**src/rtl/sfc_pkg.sv**
```systemverilog
package sfc_pkg;
    typedef enum logic [2:0] {
        ST_IDLE,
        ST_FRAME,
        ST_AUTO_PD,
        ST_SOFT_PD,
        ST_WAKE
    } seq_state_t;
endpackage

```
**src/rtl/sfc_clk_watch.sv**
```systemverilog
module sfc_clk_watch #(
    parameter int STOP_LIMIT = 64,
    localparam int TW = $clog2(STOP_LIMIT + 1)
) (
    input  logic clk,
    input  logic rst_n,
    input  logic sclk,
    output logic fall,
    output logic stop_hit
);
    logic          sclk_q;
    logic [TW-1:0] idle_q;

    assign fall     = sclk_q & ~sclk;
    assign stop_hit = !fall && (idle_q == TW'(STOP_LIMIT - 1));

    always_ff @(posedge clk or negedge rst_n) begin
        if (!rst_n) begin
            sclk_q <= 1'b0;
            idle_q <= '0;
        end else begin
            sclk_q <= sclk;
            if (fall)
                idle_q <= '0;
            else if (idle_q != TW'(STOP_LIMIT))
                idle_q <= idle_q + 1'b1;
        end
    end

    // idle timer saturates and reports a stop only once per idle spell
    a_r6_timer_bound: assert property (@(posedge clk) disable iff (!rst_n)
        idle_q <= TW'(STOP_LIMIT));
    a_r6_single_hit: assert property (@(posedge clk) disable iff (!rst_n)
        stop_hit |=> !stop_hit);
endmodule

```
**src/rtl/sfc_cfg_shift.sv**
```systemverilog
module sfc_cfg_shift #(
    parameter int          CFG_W       = 16,
    parameter logic [15:0] CFG_DEFAULT = 16'h0010
) (
    input  logic             clk,
    input  logic             rst_n,
    input  logic             sdin,
    input  logic             shift,
    input  logic             commit,
    input  logic             clear,
    output logic [CFG_W-1:0] cfg
);
    logic [CFG_W-1:0] sr_q;

    always_ff @(posedge clk or negedge rst_n) begin
        if (!rst_n) begin
            sr_q <= '0;
            cfg  <= CFG_W'(CFG_DEFAULT);
        end else if (clear) begin
            sr_q <= '0;
            cfg  <= CFG_W'(CFG_DEFAULT);
        end else begin
            if (shift)
                sr_q <= {sr_q[CFG_W-2:0], sdin};
            if (commit)
                cfg <= {sr_q[CFG_W-2:0], sdin};
        end
    end

    // the committed word only moves on a commit or a wipe
    a_r2_cfg_hold: assert property (@(posedge clk) disable iff (!rst_n)
        !(commit || clear) |=> $stable(cfg));
endmodule

```
**src/rtl/sfc_res_shift.sv**
```systemverilog
module sfc_res_shift #(
    parameter int RES_W = 10
) (
    input  logic             clk,
    input  logic             rst_n,
    input  logic [RES_W-1:0] data,
    input  logic             load,
    input  logic             shift,
    input  logic             clear,
    output logic             sdout
);
    logic [RES_W-1:0] res_q;

    assign sdout = res_q[RES_W-1];

    always_ff @(posedge clk or negedge rst_n) begin
        if (!rst_n)
            res_q <= '0;
        else if (load)
            res_q <= data;
        else if (clear)
            res_q <= '0;
        else if (shift)
            res_q <= {res_q[RES_W-2:0], 1'b0};
    end

    // leaving a frame empties the output register
    a_r9_clear_empty: assert property (@(posedge clk) disable iff (!rst_n)
        (clear && !load) |=> (res_q == '0));
endmodule

```
**src/rtl/adc_frame_seq.sv**
```systemverilog
module adc_frame_seq
    import sfc_pkg::*;
#(
    parameter int          FRAME_LEN   = 16,
    parameter int          RES_W       = 10,
    parameter int          CH_W        = 3,
    parameter int          STOP_LIMIT  = 64,
    parameter int          AUTO_BIT    = 4,
    parameter int          SOFT_BIT    = 15,
    parameter logic [15:0] CFG_DEFAULT = 16'h0010
) (
    input  logic             clk,
    input  logic             rst_n,
    input  logic             sclk,
    input  logic             fsync,
    input  logic             sdin,
    input  logic             mode_dsp,
    input  logic [RES_W-1:0] conv_data,
    output logic             sdout,
    output logic [CH_W-1:0]  chan_sel,
    output logic             comp_pd,
    output logic             clkbuf_pd,
    output logic             ref_pd
);
    localparam int CW    = $clog2(FRAME_LEN + 1);
    localparam int CFG_W = FRAME_LEN;

    seq_state_t       st_q, st_d;
    logic [CW-1:0]    cnt_q, cnt_d;
    logic             fall, stop_hit;
    logic             start, step, commit, cfg_clr, res_clr;
    logic [CFG_W-1:0] cfg;
    logic             soft_req, auto_en, boundary_stop;

    assign soft_req      = cfg[SOFT_BIT];
    assign auto_en       = !cfg[AUTO_BIT];
    assign chan_sel      = cfg[CH_W-1:0];
    assign boundary_stop = stop_hit && !mode_dsp && (cnt_q == CW'(FRAME_LEN));

    sfc_clk_watch #(.STOP_LIMIT(STOP_LIMIT)) u_watch (
        .clk      (clk),
        .rst_n    (rst_n),
        .sclk     (sclk),
        .fall     (fall),
        .stop_hit (stop_hit)
    );

    sfc_cfg_shift #(.CFG_W(CFG_W), .CFG_DEFAULT(CFG_DEFAULT)) u_cfg (
        .clk    (clk),
        .rst_n  (rst_n),
        .sdin   (sdin),
        .shift  (start || step),
        .commit (commit),
        .clear  (cfg_clr),
        .cfg    (cfg)
    );

    sfc_res_shift #(.RES_W(RES_W)) u_res (
        .clk   (clk),
        .rst_n (rst_n),
        .data  (conv_data),
        .load  (start),
        .shift (step),
        .clear (res_clr),
        .sdout (sdout)
    );

    // next-state and counter logic
    always_comb begin
        st_d    = st_q;
        cnt_d   = cnt_q;
        start   = 1'b0;
        step    = 1'b0;
        cfg_clr = 1'b0;
        unique case (st_q)
            ST_IDLE: begin
                if (fall && fsync)
                    start = 1'b1;
            end
            ST_FRAME: begin
                if (fall) begin
                    if (cnt_q != CW'(FRAME_LEN))
                        step = 1'b1;
                    else if (soft_req) begin
                        st_d    = ST_SOFT_PD;
                        cfg_clr = 1'b1;
                    end else if (fsync)
                        start = 1'b1;
                    else if (auto_en)
                        st_d = ST_AUTO_PD;
                    else
                        st_d = ST_IDLE;
                end else if (boundary_stop) begin
                    if (soft_req) begin
                        st_d    = ST_SOFT_PD;
                        cfg_clr = 1'b1;
                    end else if (auto_en)
                        st_d = ST_AUTO_PD;
                end
            end
            ST_AUTO_PD: begin
                if (fall && fsync)
                    start = 1'b1;
                else if (mode_dsp && fsync)
                    st_d = ST_IDLE;
            end
            ST_SOFT_PD: begin
                if (fall && fsync) begin
                    st_d  = ST_WAKE;
                    cnt_d = CW'(1);
                end
            end
            ST_WAKE: begin
                if (fall) begin
                    if (cnt_q == CW'(FRAME_LEN - 1)) begin
                        st_d  = ST_IDLE;
                        cnt_d = '0;
                    end else
                        cnt_d = cnt_q + 1'b1;
                end
            end
            default: st_d = ST_IDLE;
        endcase
        if (start) begin
            st_d  = ST_FRAME;
            cnt_d = CW'(1);
        end
        if (step)
            cnt_d = cnt_q + 1'b1;
        if (st_q == ST_FRAME && st_d != ST_FRAME)
            cnt_d = '0;
    end

    assign commit  = step && (cnt_q == CW'(FRAME_LEN - 1));
    assign res_clr = (st_d != ST_FRAME);

    // state register
    always_ff @(posedge clk or negedge rst_n) begin
        if (!rst_n) begin
            st_q  <= ST_IDLE;
            cnt_q <= '0;
        end else begin
            st_q  <= st_d;
            cnt_q <= cnt_d;
        end
    end

    // power-state outputs
    always_comb begin
        comp_pd   = 1'b0;
        clkbuf_pd = 1'b0;
        ref_pd    = 1'b0;
        unique case (st_q)
            ST_AUTO_PD: begin
                comp_pd   = 1'b1;
                clkbuf_pd = mode_dsp;
            end
            ST_SOFT_PD: begin
                comp_pd   = 1'b1;
                ref_pd    = 1'b1;
                clkbuf_pd = mode_dsp;
            end
            ST_WAKE: comp_pd = 1'b1;
            default: ;
        endcase
    end

    // edge count never passes the frame length
    a_r1_cnt_range: assert property (@(posedge clk) disable iff (!rst_n)
        cnt_q <= CW'(FRAME_LEN));
    // no result bits leave while the comparator is down
    a_r9_quiet_pd: assert property (@(posedge clk) disable iff (!rst_n)
        comp_pd |-> !sdout);
    // reference never drops without the comparator
    a_r7_ref_with_comp: assert property (@(posedge clk) disable iff (!rst_n)
        ref_pd |-> comp_pd);
    // software power-down is only entered from a frame
    a_r7_entry_from_frame: assert property (@(posedge clk) disable iff (!rst_n)
        $rose(ref_pd) |-> ($past(st_q) == ST_FRAME));
    // clock buffer only sleeps together with the comparator
    a_r4_clkbuf_with_comp: assert property (@(posedge clk) disable iff (!rst_n)
        clkbuf_pd |-> comp_pd);
endmodule

```
**config.mk**
```make
export PLATFORM = sky130hd
export DESIGN_NAME = adc_frame_seq
export DESIGN_NICKNAME = d
export VERILOG_FILES = /design/src/rtl/sfc_pkg.sv /design/src/rtl/sfc_clk_watch.sv /design/src/rtl/sfc_cfg_shift.sv /design/src/rtl/sfc_res_shift.sv /design/src/rtl/adc_frame_seq.sv
export SDC_FILE = /design/constraint.sdc
export NUM_CORES = 1
export LEC_CHECK = 0
export ABC_AREA = 1
export BUFFER_PORTS_ARGS = -buffer_cell sky130_fd_sc_hd__buf_2
export CAP_MARGIN = 0
export CORE_MARGIN = 10
export CORE_UTILIZATION = 57
export CTS_BUF_LIST = sky130_fd_sc_hd__clkbuf_2
export CTS_CLUSTER_DIAMETER = 50
export DETAILED_ROUTE_END_ITERATION = 10
export PLACE_DENSITY = 0.76
export SYNTH_ARGS = -nofsm -noshare
export SYNTH_HDL_FRONTEND = slang
export SYNTH_HIERARCHICAL = 1
export SYNTH_SLANG_ARGS = --single-unit
```
**constraint.sdc**
```tcl
create_clock -name clk -period 3.2 [get_ports clk]
set_input_delay 0.64 -clock clk [delete_from_list [all_inputs] [get_ports clk]]
set_output_delay 0.64 -clock clk [all_outputs]
set_load 0.01 [all_outputs]
```
=== Word level (Yosys, flattened, before mapping) ===
Cells that the tools add are included.

* Bits in registers: 57
* Latch bits: 0
* Memory bits (writable): 0
* ROM bits: 0
* Input bits: 16
* Output and inout port bits: 7
* Word-level logic and storage cells: 91
* Memories: 0

* $add $sub $neg: 2
* Multipliers: 0
* Divide/modulo/power cells: 0
* Order comparisons: 0
* Eq/ne operators: 12
* Shift-type cells: 0
* Multiplexer cells: 48
* Bitwise gates (word level): 2
* Reductions and logical operators: 20

{| class="wikitable"
|+ Operators with widths
! cell !! number
|-
| 3-bit 2-to-1 mux || 13
|-
| 16-bit 2-to-1 mux || 2
|-
| 10-bit 2-to-1 mux || 3
|-
| 15-bit 2-to-1 mux || 2
|-
| 5-bit 2-to-1 mux || 6
|-
| 1-bit 2-to-1 mux || 16
|-
| 5-bit inequality test, second input constant || 3
|-
| 3-bit one-hot mux with 5 select lines || 1
|-
| 7-bit 2-to-1 mux || 2
|-
| 5-bit one-hot mux with 2 select lines || 1
|-
| 7-bit by 1-bit adder with 7-bit output, second input constant || 1
|-
| 7-bit by 6-bit equality test with 1-bit output, second input constant || 1
|-
| 1-bit logical AND || 7
|-
| 7-bit inequality test, second input constant || 1
|-
| 3-bit by 2-bit equality test with 1-bit output, second input constant || 2
|-
| 2-bit nonzero test || 3
|-
| 5-bit by 1-bit adder with 5-bit output, second input constant || 1
|-
| 5-bit by 4-bit equality test with 1-bit output, second input constant || 1
|-
| 5-bit equality test, second input constant || 1
|-
| 5-bit nonzero test || 1
|-
| 2-bit OR reduction || 2
|-
| 3-bit by 1-bit equality test with 1-bit output, second input constant || 1
|-
| 3-bit equality test, second input constant || 1
|-
| 3-bit zero test || 1
|-
| other kinds (10) || 11
|}

=== Longest topological paths before layout ===
* Word-level depth: 14
* Gate-level depth with buffers: 18
* Mapped depth without buffers: 18

=== By module ===
Netlist, hierarchy kept.

{| class="wikitable"
|+ By module, submodules not included
! module !! times used !! cells each !! area an instance (sq um)
|-
| sfc_cfg_shift || 1 || 137 || 1290.0
|-
| adc_frame_seq || 1 || 129 || 797.0
|-
| sfc_res_shift || 1 || 88 || 603.1
|-
| sfc_clk_watch || 1 || 57 || 445.4
|}

=== Worst setup path after synthesis ===
OpenSTA, ideal clock, no wires.

* Kind: input-to-reg
* Start: input sclk
* End: register u_res.res_q[9]
* Data arrival time: 2.045 ns
* Data required time: 3.087 ns
* Path slack: 1.042 ns
* Stages on the path: 16
* Path through: inv_1 nand2_2 inv_1 buf_2 inv_1 nand2_1 nand2_1 nand2_1 nand3_1 nand3_1 nand2_2 nor2_8 buf_8 nand3b_1 nand2_1 inv_1

* Word-level cells in the longest chain between the ends: 13

{| class="wikitable"
|+ Ends and longest elaborated chain
! element !! RTL line !! source
|-
| start, declared || adc_frame_seq.sv:14 || <nowiki>input logic sclk,</nowiki>
|-
| 1-bit inverter * || sfc_clk_watch.sv:14 || <nowiki>assign fall = sclk_q & ~sclk;</nowiki>
|-
| 1-bit AND * || sfc_clk_watch.sv:14 ||
|-
| named net fall || adc_frame_seq.sv:30 || <nowiki>logic fall, stop_hit;</nowiki>
|-
| 1-bit zero test || sfc_clk_watch.sv:15 || <nowiki>assign stop_hit = !fall && (idle_q == TW'(STOP_LIMIT - 1));</nowiki>
|-
| 1-bit logical AND || sfc_clk_watch.sv:15 ||
|-
| 1-bit logical AND (2 in series) || adc_frame_seq.sv:38 || <nowiki>assign boundary_stop = stop_hit && !mode_dsp && (cnt_q == CW'(FRAME_LEN));</nowiki>
|-
| 3-bit 2-to-1 mux || adc_frame_seq.sv:93 || <nowiki>end else if (boundary_stop) begin</nowiki>
|-
| 3-bit 2-to-1 mux || adc_frame_seq.sv:81 || <nowiki>if (fall) begin</nowiki>
|-
| 3-bit one-hot mux with 5 select lines || adc_frame_seq.sv:75 || <nowiki>unique case (st_q)</nowiki>
|-
| 3-bit 2-to-1 mux * || adc_frame_seq.sv:124 || <nowiki>if (start) begin</nowiki>
|-
| named net st_d[0] || adc_frame_seq.sv:28 || <nowiki>seq_state_t st_q, st_d;</nowiki>
|-
| 3-bit by 1-bit inequality test with 1-bit output * || adc_frame_seq.sv:135 || <nowiki>assign res_clr = (st_d != ST_FRAME);</nowiki>
|-
| named net res_clr || adc_frame_seq.sv:31 || <nowiki>logic start, step, commit, cfg_clr, res_clr;</nowiki>
|-
| 10-bit 2-to-1 mux || sfc_res_shift.sv:21 || <nowiki>else if (clear)</nowiki>
|-
| 10-bit 2-to-1 mux || sfc_res_shift.sv:19 || <nowiki>else if (load)</nowiki>
|-
| end signal, assigned || sfc_res_shift.sv:20 || <nowiki>res_q <= data;</nowiki>
|-
| end signal, assigned || sfc_res_shift.sv:24 || <nowiki>res_q <= {res_q[RES_W-2:0], 1'b0};</nowiki>
|-
| end, declared || sfc_res_shift.sv:12 || <nowiki>logic [RES_W-1:0] res_q;</nowiki>
|}

Mark *: on every way through the listed nets, which the timed path passes. The rest lies on a longest branch.
A chain may end at the register's enable or synchronous reset.

=== Worst setup path in the final report ===
* Start: register cnt_q[0]
* End: register u_cfg.sr_q[2]

* Word-level cells in the longest chain between the ends: 6

{| class="wikitable"
|+ Ends and longest elaborated chain
! element !! RTL line !! source
|-
| start, declared || adc_frame_seq.sv:29 || <nowiki>logic [CW-1:0] cnt_q, cnt_d;</nowiki>
|-
| start signal, assigned || adc_frame_seq.sv:144 || <nowiki>cnt_q <= cnt_d;</nowiki>
|-
| 5-bit inequality test or 5-bit equality test (tied branches) || adc_frame_seq.sv:82, adc_frame_seq.sv:38 ||
|-
| 1-bit 2-to-1 mux or 1-bit logical AND (tied branches) || adc_frame_seq.sv:82, adc_frame_seq.sv:38 ||
|-
| 1-bit 2-to-1 mux (on tied branches) || adc_frame_seq.sv:81, adc_frame_seq.sv:93 ||
|-
| 1-bit one-hot mux with 2 select lines (tied with other cells) || adc_frame_seq.sv:75 ||
|-
| 1-bit logical OR or 1-bit 2-to-1 mux (tied branches) || adc_frame_seq.sv:52, adc_frame_seq.sv:75 ||
|-
| 2-bit nonzero test (no source line) or 15-bit 2-to-1 mux (tied branches) || -- ||
|-
| end signal, assigned || sfc_cfg_shift.sv:24 || <nowiki>sr_q <= {sr_q[CFG_W-2:0], sdin};</nowiki>
|-
| end, declared || sfc_cfg_shift.sv:13 || <nowiki>logic [CFG_W-1:0] sr_q;</nowiki>
|}

Parallel ways exist; a longest one is shown, timed or not.

==> out/summary.txt <==
TritonCTS clock tree: yes
Final setup vio count: 0
Global-route wire length before repair: 9280 µm
Clock skew: 0.0344 ns
Core ar.: 4660 µm²
Flop2flop setup slack: 0.86 ns
P_sw: 458 µW
Int Power: 833 µW
Cell Area, Placed: 2770 µm²
Syn Inst Count: 367
Area growth syn-to-layout: 3.40%
Max Clk Rate: 428 MHz
Vias: 2248
WS Path Type: reg2reg
Final GP Congestion: 0.895
# resized after CTS: 0
# nets final: 405
Die Ht: 89.1 µm
Unrepaired setup endpoints after global routing: no
Initial DRC Count: 154
Worst R2R End: u_cfg/sr_q[2]
Slew @ Worst Pin: 1.01 ns
Worst setup SP type: register
Clock Latency Late Sink: 0.43 ns
Gr ovfl total: 0
Final wirelength: 5310 µm
Rel. slew slack: 33.0%
Starting Density: 58.4%
Tot GR Track Use: 14.5%
Share of layout cells above drive strength 1: 13.3%
Pwr per Cell Area: 459 nW/µm²
Setup Buffers After CTS: 0
Hold Fails Final Rpt: 0
Final period util: 73.0%
Die W: 89.1 µm
Sink Count: 46
CTS buffer count: 5
Critical path required time: 3.52 ns
Crit-path max FO: 16
Initial antenna violation count: 0
Die ar.: 7940 µm²
Hpwl dp: 3800 µm
Via density: 5.13
Root Driver: clkbuf_2
Ant. Diodes: 0
Status: completed
Setup tns final: 0 ns
Largest net degree at the start of global routing: 47
Fillers: 437
CP Capture Type: register
Residual DRC: 0
Worst r2r path cells: 11
Net Sw Frac: 35.5%
Number of routed nets with antenna violations: 0
Combinational power share: 22.9%
Seq pwr share: 58.2%
Worst ir drop on vdd: 0.331 mV
Synth warn: 6
Syn_area_per_cell: 7.42 µm²
Leak: 0.00157 µW
Max_cap viols: 0
Syn nets: 389
Clock buffer depth: 2
Site Rows: 25
Min Tclk post-route: 2.34 ns
Cell area after synthesis: 2720 µm²
I/O pins: 23
Port-buffer cells: 22
Cell area after layout: 2820 µm²
Cts hold-fix bufs: 0
Worst r2r src: cnt_q[0]
First-pass DRT Iterations: 6
Number of global-route vias before repair: 2133
Detailed-route wire length per cell: 12.1 µm
Worst-path clk slew: 0.25 ns
CP Data Arrival Time: 2.66 ns
Final max-slew violation count: 0
HP Class: in2async
H-tree Lvls: 2
Clock share of power: 18.9%
power by group through the flow:
| stage | logic [µW] | clock network [µW] | registers, µW |
|---|---|---|---|
| 2_1_floorplan | 235 | 0 | 743 |
| 3_3_place_gp | 287 | 0 | 759 |
| 3_5_place_dp | 299 | 0 | 760 |
| 4_1_cts | 300 | 252 | 750 |
| 5_1_grt | 350 | 272 | 764 |
| 6_report | 296 | 244 | 751 |
registers in the layout, indices dropped and copies added, names as in the netlist:
| name | cells |
|---|---|
| u_cfg/cfg | 5 |
| u_watch/sclk_q | 1 |
| u_res/res_q | 10 |
| st_q | 3 |
| cnt_q | 5 |
| u_watch/idle_q | 7 |
| u_cfg/sr_q | 15 |
critical path: stages (launching register included):
cell     delay, ns
dfrtp_1       0.48
inv_1         0.10
ha_1          0.15
nand2_1       0.06
nor2_1        0.32
nand3_1       0.13
nand2_1       0.10
nand2_2       0.10
nand2_1       0.46
nor2_4        0.18
nand2_1       0.10
nand2_1       0.05
worst max-delay path by stage:
| stage | start | depth (start not counted) | endpoint | slack (ns) |
|---|---|---|---|---|
| 4_1_cts | cnt_q[0] | 11 | u_cfg/sr_q[9] | 0.88 |
| 5_1_grt | cnt_q[0] | 11 | u_cfg/sr_q[4] | 0.66 |
| 2_1_floorplan | sclk | 16 | u_res/res_q[9] | 1.04 |
| 3_5_place_dp | sclk | 11 | u_cfg/sr_q[9] | 0.65 |
| 6_report | cnt_q[0] | 11 | u_cfg/sr_q[2] | 0.86 |
| 3_3_place_gp | sclk | 11 | u_cfg/sr_q[4] | 0.67 |
layout make-up:
type | instances | area [µm²] | area share (%)
clock buffers | 5 | 25.0 | 0.889
clock inverters | 3 | 16.3 | 0.578
inverters | 52 | 195 | 6.93
multi-input cells | 256 | 1250 | 44.4
flip-flops and latches | 46 | 1150 | 40.9
well taps | 54 | 67.6 | 2.40
repair buffers | 22 | 110 | 3.91
cells in the final DEF, fill, tap and decap left out, types with 2 or more instances in the layout:
master / count
nand2_1: 143
nand2_2: 4
o21ai_0: 9
inv_2: 3
inv_1: 49
buf_2: 22
o21ai_2: 2
nand3b_1: 3
nand3_2: 2
nor2_4: 2
nand4_1: 6
dfrtp_1: 45
nand3_1: 43
nor2_1: 18
ha_1: 6
a21oi_1: 6
or2_2: 2
clkbuf_2: 5
routing by layer:
layer / GRT usage (%) / wire [µm]
met2: 23.9 / 2570
met1: 18.1 / 2460
met5: 0 / 0
met4: 5.35 / 81
met3: 3.10 / 204
per-stage QoR:
| step | power, µW | cells | utilization, % | hold WS (ns) | worst slack (ns) |
|---|---|---|---|---|---|
| final | 1290 | 438 | 60.4 | 0.320 | 0.863 |
| after global routing | 1390 | 438 | 60.4 | 0.295 | 0.657 |
| after CTS | 1300 | 438 | 60.4 | 0.302 | 0.885 |
| after detailed placement | 1060 | 430 | 59.5 | 0.461 | 0.649 |
| after global placement | 1050 | 430 | 59.5 | 0.454 | 0.672 |
| after floorplan | 978 | 367 | - | 0.344 | 1.04 |
Power figures use the tool's default switching activity.
